--- config.mk ---
export PLATFORM = sky130hd
export DESIGN_NAME = rx_desc_closeout
export DESIGN_NICKNAME = d
export VERILOG_FILES = /design/src/rtl/rxd_pkg.sv /design/src/rtl/rxd_err_accum.sv /design/src/rtl/rxd_status_build.sv /design/src/rtl/rxd_wb_port.sv /design/src/rtl/rx_desc_closeout.sv
export SDC_FILE = /design/constraint.sdc
export NUM_CORES = 1
export LEC_CHECK = 0
export BUFFER_PORTS_ARGS = -buffer_cell sky130_fd_sc_hd__buf_2
export CORE_UTILIZATION = 34
export CTS_CLUSTER_DIAMETER = 80
export DETAILED_ROUTE_END_ITERATION = 10
export HOLD_SLACK_MARGIN = 0.06
export MAX_ROUTING_LAYER = met4
export SLEW_MARGIN = 5
export SYNTH_ARGS = -nofsm -noshare
export SYNTH_HDL_FRONTEND = slang
export SYNTH_SLANG_ARGS = --single-unit
export TNS_END_PERCENT = 5
--- constraint.sdc ---
create_clock -name clk -period 1.9 [get_ports clk]
set_input_delay 0.38 -clock clk [delete_from_list [all_inputs] [get_ports clk]]
set_output_delay 0.38 -clock clk [all_outputs]
set_load 0.05 [all_outputs]
--- src/rtl/rxd_pkg.sv ---
package rxd_pkg;
  localparam int ADDR_W = 32;
  localparam int BCNT_W = 12;
  localparam int RSV_W  = 32 - 9 - 4 - BCNT_W;

  typedef struct packed {
    logic              own;
    logic              err;
    logic              fram;
    logic              oflo;
    logic              crc;
    logic              buff;
    logic              stp;
    logic              enp;
    logic              bpe;
    logic [RSV_W-1:0]  rsvd;
    logic [3:0]        ones;
    logic [BCNT_W-1:0] bcnt;
  } rxd_status_t;
endpackage

--- src/rtl/rxd_err_accum.sv ---
module rxd_err_accum (
  input  logic clk,
  input  logic rst_n,
  input  logic ev_ovf,
  input  logic ev_phy_err,
  input  logic take,
  input  logic take_last,
  output logic ovf_seen,
  output logic phy_seen
);
  logic ovf_q, phy_q;

  assign ovf_seen = ovf_q | ev_ovf;
  assign phy_seen = phy_q | ev_phy_err;

  always_ff @(posedge clk) begin
    if (!rst_n) begin
      ovf_q <= 1'b0;
      phy_q <= 1'b0;
    end else if (take) begin
      ovf_q <= 1'b0;                       // overflow reported per buffer
      phy_q <= take_last ? 1'b0 : phy_seen; // PHY error spans the frame
    end else begin
      ovf_q <= ovf_seen;
      phy_q <= phy_seen;
    end
  end
endmodule

--- src/rtl/rxd_status_build.sv ---
module rxd_status_build
  import rxd_pkg::*;
(
  input  logic              first,
  input  logic              last,
  input  logic              fcs_bad,
  input  logic              dribble,
  input  logic              next_owned,
  input  logic              parity_err,
  input  logic              ovf_seen,
  input  logic              phy_seen,
  input  logic [BCNT_W-1:0] bcnt,
  output rxd_status_t       status
);
  logic gate_ok;

  always_comb begin
    // FRAM and CRC are only meaningful on the final buffer without loss
    gate_ok       = last & ~ovf_seen;
    status        = '0;
    status.own    = 1'b0;
    status.oflo   = ovf_seen;
    status.fram   = gate_ok & fcs_bad & dribble;
    status.crc    = gate_ok & (fcs_bad | phy_seen);
    status.buff   = ~last & ~next_owned;
    status.stp    = first;
    status.enp    = last;
    status.bpe    = parity_err;
    status.err    = status.fram | status.oflo | status.crc | status.buff | status.bpe;
    status.rsvd   = '0;
    status.ones   = 4'hF;
    status.bcnt   = bcnt;
  end
endmodule

--- src/rtl/rxd_wb_port.sv ---
module rxd_wb_port #(
  parameter int AW = 32,
  parameter int DW = 32
) (
  input  logic          clk,
  input  logic          rst_n,
  input  logic          load,
  input  logic [AW-1:0] load_addr,
  input  logic [DW-1:0] load_data,
  output logic          busy,
  output logic          wr_valid,
  input  logic          wr_ready,
  output logic [AW-1:0] wr_addr,
  output logic [DW-1:0] wr_data
);
  assign busy = wr_valid;

  always_ff @(posedge clk) begin
    if (!rst_n) begin
      wr_valid <= 1'b0;
      wr_addr  <= '0;
      wr_data  <= '0;
    end else if (load) begin
      wr_valid <= 1'b1;
      wr_addr  <= load_addr;
      wr_data  <= load_data;
    end else if (wr_valid && wr_ready) begin
      wr_valid <= 1'b0;
    end
  end
endmodule

--- src/rtl/rx_desc_closeout.sv ---
module rx_desc_closeout
  import rxd_pkg::*;
(
  input  logic              clk,
  input  logic              rst_n,
  input  logic              ev_ovf,
  input  logic              ev_phy_err,
  input  logic              cls_valid,
  output logic              cls_ready,
  input  logic [ADDR_W-1:0] cls_addr,
  input  logic              cls_first,
  input  logic              cls_last,
  input  logic              cls_fcs_bad,
  input  logic              cls_dribble,
  input  logic              cls_next_owned,
  input  logic              cls_parity_err,
  input  logic [BCNT_W-1:0] cls_bcnt,
  output logic              wr_valid,
  input  logic              wr_ready,
  output logic [ADDR_W-1:0] wr_addr,
  output logic [31:0]       wr_data
);
  logic        take, busy, ovf_seen, phy_seen;
  rxd_status_t status;

  assign cls_ready = ~busy;
  assign take      = cls_valid & cls_ready;

  rxd_err_accum u_accum (
    .clk(clk), .rst_n(rst_n),
    .ev_ovf(ev_ovf), .ev_phy_err(ev_phy_err),
    .take(take), .take_last(cls_last),
    .ovf_seen(ovf_seen), .phy_seen(phy_seen)
  );

  rxd_status_build u_build (
    .first(cls_first), .last(cls_last), .fcs_bad(cls_fcs_bad),
    .dribble(cls_dribble), .next_owned(cls_next_owned),
    .parity_err(cls_parity_err), .ovf_seen(ovf_seen),
    .phy_seen(phy_seen), .bcnt(cls_bcnt), .status(status)
  );

  rxd_wb_port #(.AW(ADDR_W), .DW(32)) u_wb (
    .clk(clk), .rst_n(rst_n),
    .load(take), .load_addr(cls_addr), .load_data(status),
    .busy(busy), .wr_valid(wr_valid), .wr_ready(wr_ready),
    .wr_addr(wr_addr), .wr_data(wr_data)
  );
endmodule

==> results.md, run 1 <==
* Status: completed
* CTS clk-pin slew, worst paths at about 100 ps
* Layout Utilization at 0.449
* Leak at ~1.4 nW
* Fin Setup TNS at 0 ps
* Setup Viol. Count Final at 0
* Fraction of layout cells with a size suffix above 1 at 0.490
* Antenna violation net count after detailed routing at 0
* Cell area after synthesis at around 2400 um2
* PD cells at between 800 and 900 nW/um2
* Routed vias at between 1500 and 2000
* FP Rows at 30
* Multi-input logic area at between 1000 and 1500 um2
* Setup crit start kind: flop
* Worst Skew at between 7 and 8 ps
* Post-Syn Area per Cell at around 9.4 um2
* Cell area after layout at about 3100 um2
* Post-DP HPWL at 3360 um
* Seq. cell area at roughly 1100 um2
* Worst-path cell chain: buf_2
* # H-tree levels at 2
* RSZ-0062 raised after global routing: false
* Commonest non-fill, non-tap cell in the layout: buf_2
* Top Family by Delay on Critical Path: flip-flops
* Port Buffer Count at ~110
* Design Power at between 2 and 3 mW
* CTS tree: done
* Yosys warning count at 0
* Clock Tree Buf Depth at 2
* Peak Freq at 690 MHz
* TritonCTS Buffers at 5
* Vias per cell at 4.34
* Clock latency on the worst-skew pair at between 300 and 400 ps
* Shortest period the worst path allows at 1450 ps
* Area delta synth->final at 27.3%
* Vias in the first global route at 1785
* Final nets at about 410
* First-pass GRT wire length at slightly above 8000 um
* Worst Path Required at 1520 ps
* Routability Congestion at 0.698
* IO Count at ~120
* WHS at 296 ps
* Cell Area, Placed at 2940 um2
* Crit path DAT at 1070 ps
* Die height at 86.0 um
* DRT Pass-1 Iters at 2
* Synth Instances at 254
* Worst min path class: in -> reg
* Seq cells post-synth at 56
* Final period util at 0.762
* Maximum vdd ir drop at between 0.3 and 0.4 mV
* CP Class: reg -> out
* Routed WL at roughly 4900 um
* Crit end category: primary output
* ANT cells at 0
* GRT overflow at 0
* Initial antenna violation count at 0
* Cts hold-fix bufs at 0
* Core area at 6790 um2
* # resized after CTS at 0
* CTS Sinks at 56
* MaxCap Viol Count at 0
* Routed length per instance at between 10 and 15 um
* Filler Cells Inserted at around 700
* Starting density of the core at 0.353
* Clk root buf: clkbuf_8
* Largest net degree at the start of global routing at 58
* Crit path buf inv count at 1
* Final Hold Violating Endpoints at 0
* Die X at approximately 86 um
* Die ar. at ~7400 um2
* First DRT Iteration DRCs at 59
* Critical path fanouts, max at 6
* Postcts setup bufs at 0
* Sequential-to-total area share from yosys stat at 0.467
* Post-synthesis cell type count at 24
* Commonest cells after routing, fill and taps aside: buf_2, nand2_1, dfxtp_1
* Residual DRC at 0
* Crit-path slowest cell: dfxtp_1
* Slew Viols, Final at 0
* CP max stage delay at 460 ps
* Total GRT Usage at 0.137
[through the flow]
stage	cells	setup slack, ps
after CTS	453	423
after floorplan	261	418
after global routing	453	389
after detailed placement	445	623
after global placement	445	634
final	453	451
[cell type report]
type	instances	area share
Clock buffer	5	0.0225
Tap cell	96	0.0393
Inverter	1	0.00123
Clock inverter	3	0.0139
Timing Repair Buffer	117	0.203
Sequential cell	56	0.367
Multi-Input combinational cell	175	0.352
[registers in the layout, summed over array words and instances (netlist names)]
name	cells
u_wb.wr_addr	32
u_accum.phy_q	1
u_wb.busy	1
u_accum.ovf_q	1
u_wb.wr_data	21
[cells in the mapped netlist (all sizes together)]
library cell	count	area, um2
a31oi	1	6.26
o311ai	1	8.76
inv	1	3.75
nor2b	1	13.8
o21ai	3	15.0
o21a	1	7.51
nor3b	1	7.51
nor2	2	7.51
nand2	100	375
buf	22	200
clkbuf	7	26.3
o211a	2	20.0
dfxtp	56	1120
a21boi	49	548
conb	1	3.75
nor4	1	6.26
nand3	2	10.0
and3	1	6.26
nand2b	1	6.26
a21oi	1	5.00
[metal layers]
| metal | global-route usage | part of all wire |
|---|---|---|
| met5 | - | 0 |
| met1 | 0.171 | 0.48 |
| met2 | 0.222 | 0.45 |
| met4 | 0.0318 | 0.0080 |
| met3 | 0.0356 | 0.067 |
[report_power, final]
part | total [mW] | leakage (nW) | internal (mW) | switching [mW]
combinational | 0.658 | 0.894 | 0.188 | 0.470
sequential | 1.28 | 0.460 | 1.25 | 0.0358
clock | 0.772 | 0.0541 | 0.391 | 0.381
total | 2.71 | 1.41 | 1.82 | 0.887
[kinds of logic after synthesis]
group	synth area share
AO/OA/AOI/OAI	0.255
buffers and inverters	0.0960
flip-flops	0.467
other	0.00156
AND/OR/NAND/NOR	0.180
[path summary, 6_finish.rpt]
| check | startpoint | endpoint | slack, ps | depth (start not counted) |
|---|---|---|---|---|
| max | u_wb.busy | wr_valid | 450 | 1 |
| min | cls_last | u_accum.phy_q | 300 | 2 |
| max reg2reg | u_wb.busy | u_wb.wr_addr[5] | 710 | 4 |
| min reg2reg | u_wb.wr_data[29] | u_wb.wr_data[29] | 450 | 2 |
Power figures use the tool's default switching activity.
==> run 2, diff against run 1 <==
==> constraint.sdc (replaced) <==
create_clock -name clk -period 1.4 [get_ports clk]
set_input_delay 0.28 -clock clk [delete_from_list [all_inputs] [get_ports clk]]
set_output_delay 0.28 -clock clk [all_outputs]
set_load 0.05 [all_outputs]
==> run 2 against run 1 <==
Against the previous run: clock skew decreased by 0.71 ps; utilization up 0.42 points; combinational power is 38% higher; routed wire length is 0.62% higher; register-to-register slack got worse by 390 ps; clock-buffer cell count did not move; cell count increased by 0.44%; die area did not move; total power rose by 36%; flip-flop and latch count unchanged; critical path depth unchanged; clock power rose by 36%.
==> results.md, run 2 (synthesis results as in run 1) <==
* Status: completed
* PD cells at 1200 nW/um2
* R2R Setup Slk at approximately 320 ps
* Filler Cells Inserted at 674
* Vias per cell at around 4.3
* Final Hold Violating Endpoints at 0
* Worst Path Required at 1120 ps
* Fraction of layout cells with a size suffix above 1 at 0.496
* Largest registers: u_wb.wr_addr x32, u_wb.wr_data x21
* TritonCTS Buffers at 5
* Clock Tree Buf Depth at 2
* WHS at 196 ps
* Psw at 1.21 mW
* Switching Fraction at 0.327
* First DRT Iteration DRCs at 55
* Setup Viol. Count Final at 0
* Starting density of the core at 0.353
* Port Buffer Count at about 110
* Commonest non-fill, non-tap cell in the layout: buf_2
* DRT Pass-1 Iters at 4
* Total GRT Usage at 0.139
* # resized after CTS at 0
* Maximum vdd ir drop at 0.474 mV
* FP Rows at 30
* Comb power frac at 0.246
* Max FFs per register at 32
* Cell Area, Placed at 2970 um2
* Worst-path cell chain: buf_2
* Clk network pwr share at 0.283
* Setup crit start kind: flop
* Crit path DAT at around 980 ps
* Antenna violation net count after detailed routing at 0
* Peak Freq at about 800 MHz
* CTS Sinks at 56
* Slew Viols, Final at 0
* CP Class: reg -> out
* Worst hold endpoint: u_accum.phy_q
* Cell area after layout at a little over 3000 um2
* Commonest cells after routing, fill and taps aside: buf_2, nand2_1, dfxtp_1
* R2R Path End: u_wb.wr_addr[15]
* Fin Setup TNS at 0 ps
* CP max stage delay at ~400 ps
* Crit-path slowest cell: dfxtp_2
* Leak at ~1.4 nW
* Area delta synth->final at 28.5%
* Routed length per instance at between 10 and 15 um
* Stages on the worst setup path at 1
* Top Family by Delay on Critical Path: flip-flops
* Reg power frac at 0.470
* Initial antenna violation count at 0
* Die height at 86.0 um
* Worst Skew at approximately 6.6 ps
* Final nets at just over 400
* Post-place setup slack at ~240 ps
* Final period util at 0.902
* IO Count at 122
* Die X at 86.0 um
* Critical path fanouts, max at 6
* CTS clk-pin slew, worst paths at 100 ps
* Postcts setup bufs at 0
* First-pass GRT wire length at just over 8000 um
* GRT overflow at 0
* Crit path buf inv count at 1
* Layout Utilization at 0.454
* Routed vias at between 1500 and 2000
* Residual DRC at 0
* CTS tree: done
* Count of non-filler cells in the finished layout at around 460
* ANT cells at 0
* Crit end category: primary output
* Routed WL at around 5000 um
* Routability Congestion at between 0.6 and 0.7
* Design Power at around 3.7 mW
* Clock latency on the worst-skew pair at roughly 310 ps
* Largest net degree at the start of global routing at 34
* Die ar. at 7390 um2
* MaxCap Viol Count at 0
* Setup slack after layout at around 140 ps
* Core area at 6790 um2
* Shortest period the worst path allows at ~1300 ps
* Most flops, register: u_wb.wr_addr
* RSZ-0062 raised after global routing: false
* Worst min path class: in -> reg
* Clk root buf: clkbuf_8
* Cell count of the worst reg-to-reg path at 4
* Reg2reg start: u_wb.busy
* # H-tree levels at 2
* Cts hold-fix bufs at 0
* Hold path cells at 2
* Internal Power at 2.49 mW
* Post-DP HPWL at ~3500 um
* Vias in the first global route at between 1500 and 2000
* Placed cells at ~450
* Hold Startpoint: cls_last
## run 2: area by class of cell
| cell class | instances | area [um2] | share of cell area |
|---|---|---|---|
| Timing Repair Buffer | 119 | 648 | 0.210 |
| Tap cell | 96 | 120 | 0.0390 |
| Inverter | 1 | 3.75 | 0.00122 |
| Clock inverter | 3 | 42.5 | 0.0138 |
| Clock buffer | 5 | 68.8 | 0.0223 |
| Sequential cell | 56 | 1120 | 0.364 |
| Multi-Input combinational cell | 175 | 1080 | 0.349 |
## run 2: per-layer routing
layer	vias up	share of wire	track usage
met5	-	0	-
met4	0	0.012	0.0409
met3	6	0.065	0.0346
met2	77	0.46	0.232
met1	866	0.46	0.165
li1	1002	-	-
## run 2: power by group through the flow
| stage | Sequential, mW | Clock [mW] | Combinational (mW) |
|---|---|---|---|
| 5_1_grt | 1.75 | 1.15 | 0.969 |
| 6_report | 1.74 | 1.05 | 0.910 |
| 3_3_place_gp | 1.77 | 0 | 0.912 |
| 3_5_place_dp | 1.78 | 0 | 0.919 |
| 2_1_floorplan | 2.10 | 0 | 0.404 |
| 4_1_cts | 1.74 | 1.10 | 0.921 |
## run 2: worst max-delay path by stage
stage,start,to,slack (ps)
4_1_cts,u_wb.busy,wr_valid,110
3_3_place_gp,cls_valid,u_wb.wr_data[0],280
6_report,u_wb.busy,wr_valid,140
3_5_place_dp,cls_valid,u_wb.wr_addr[15],240
2_1_floorplan,u_wb.wr_data[15],wr_data[13],170
5_1_grt,u_wb.wr_data[15],wr_data[13],80
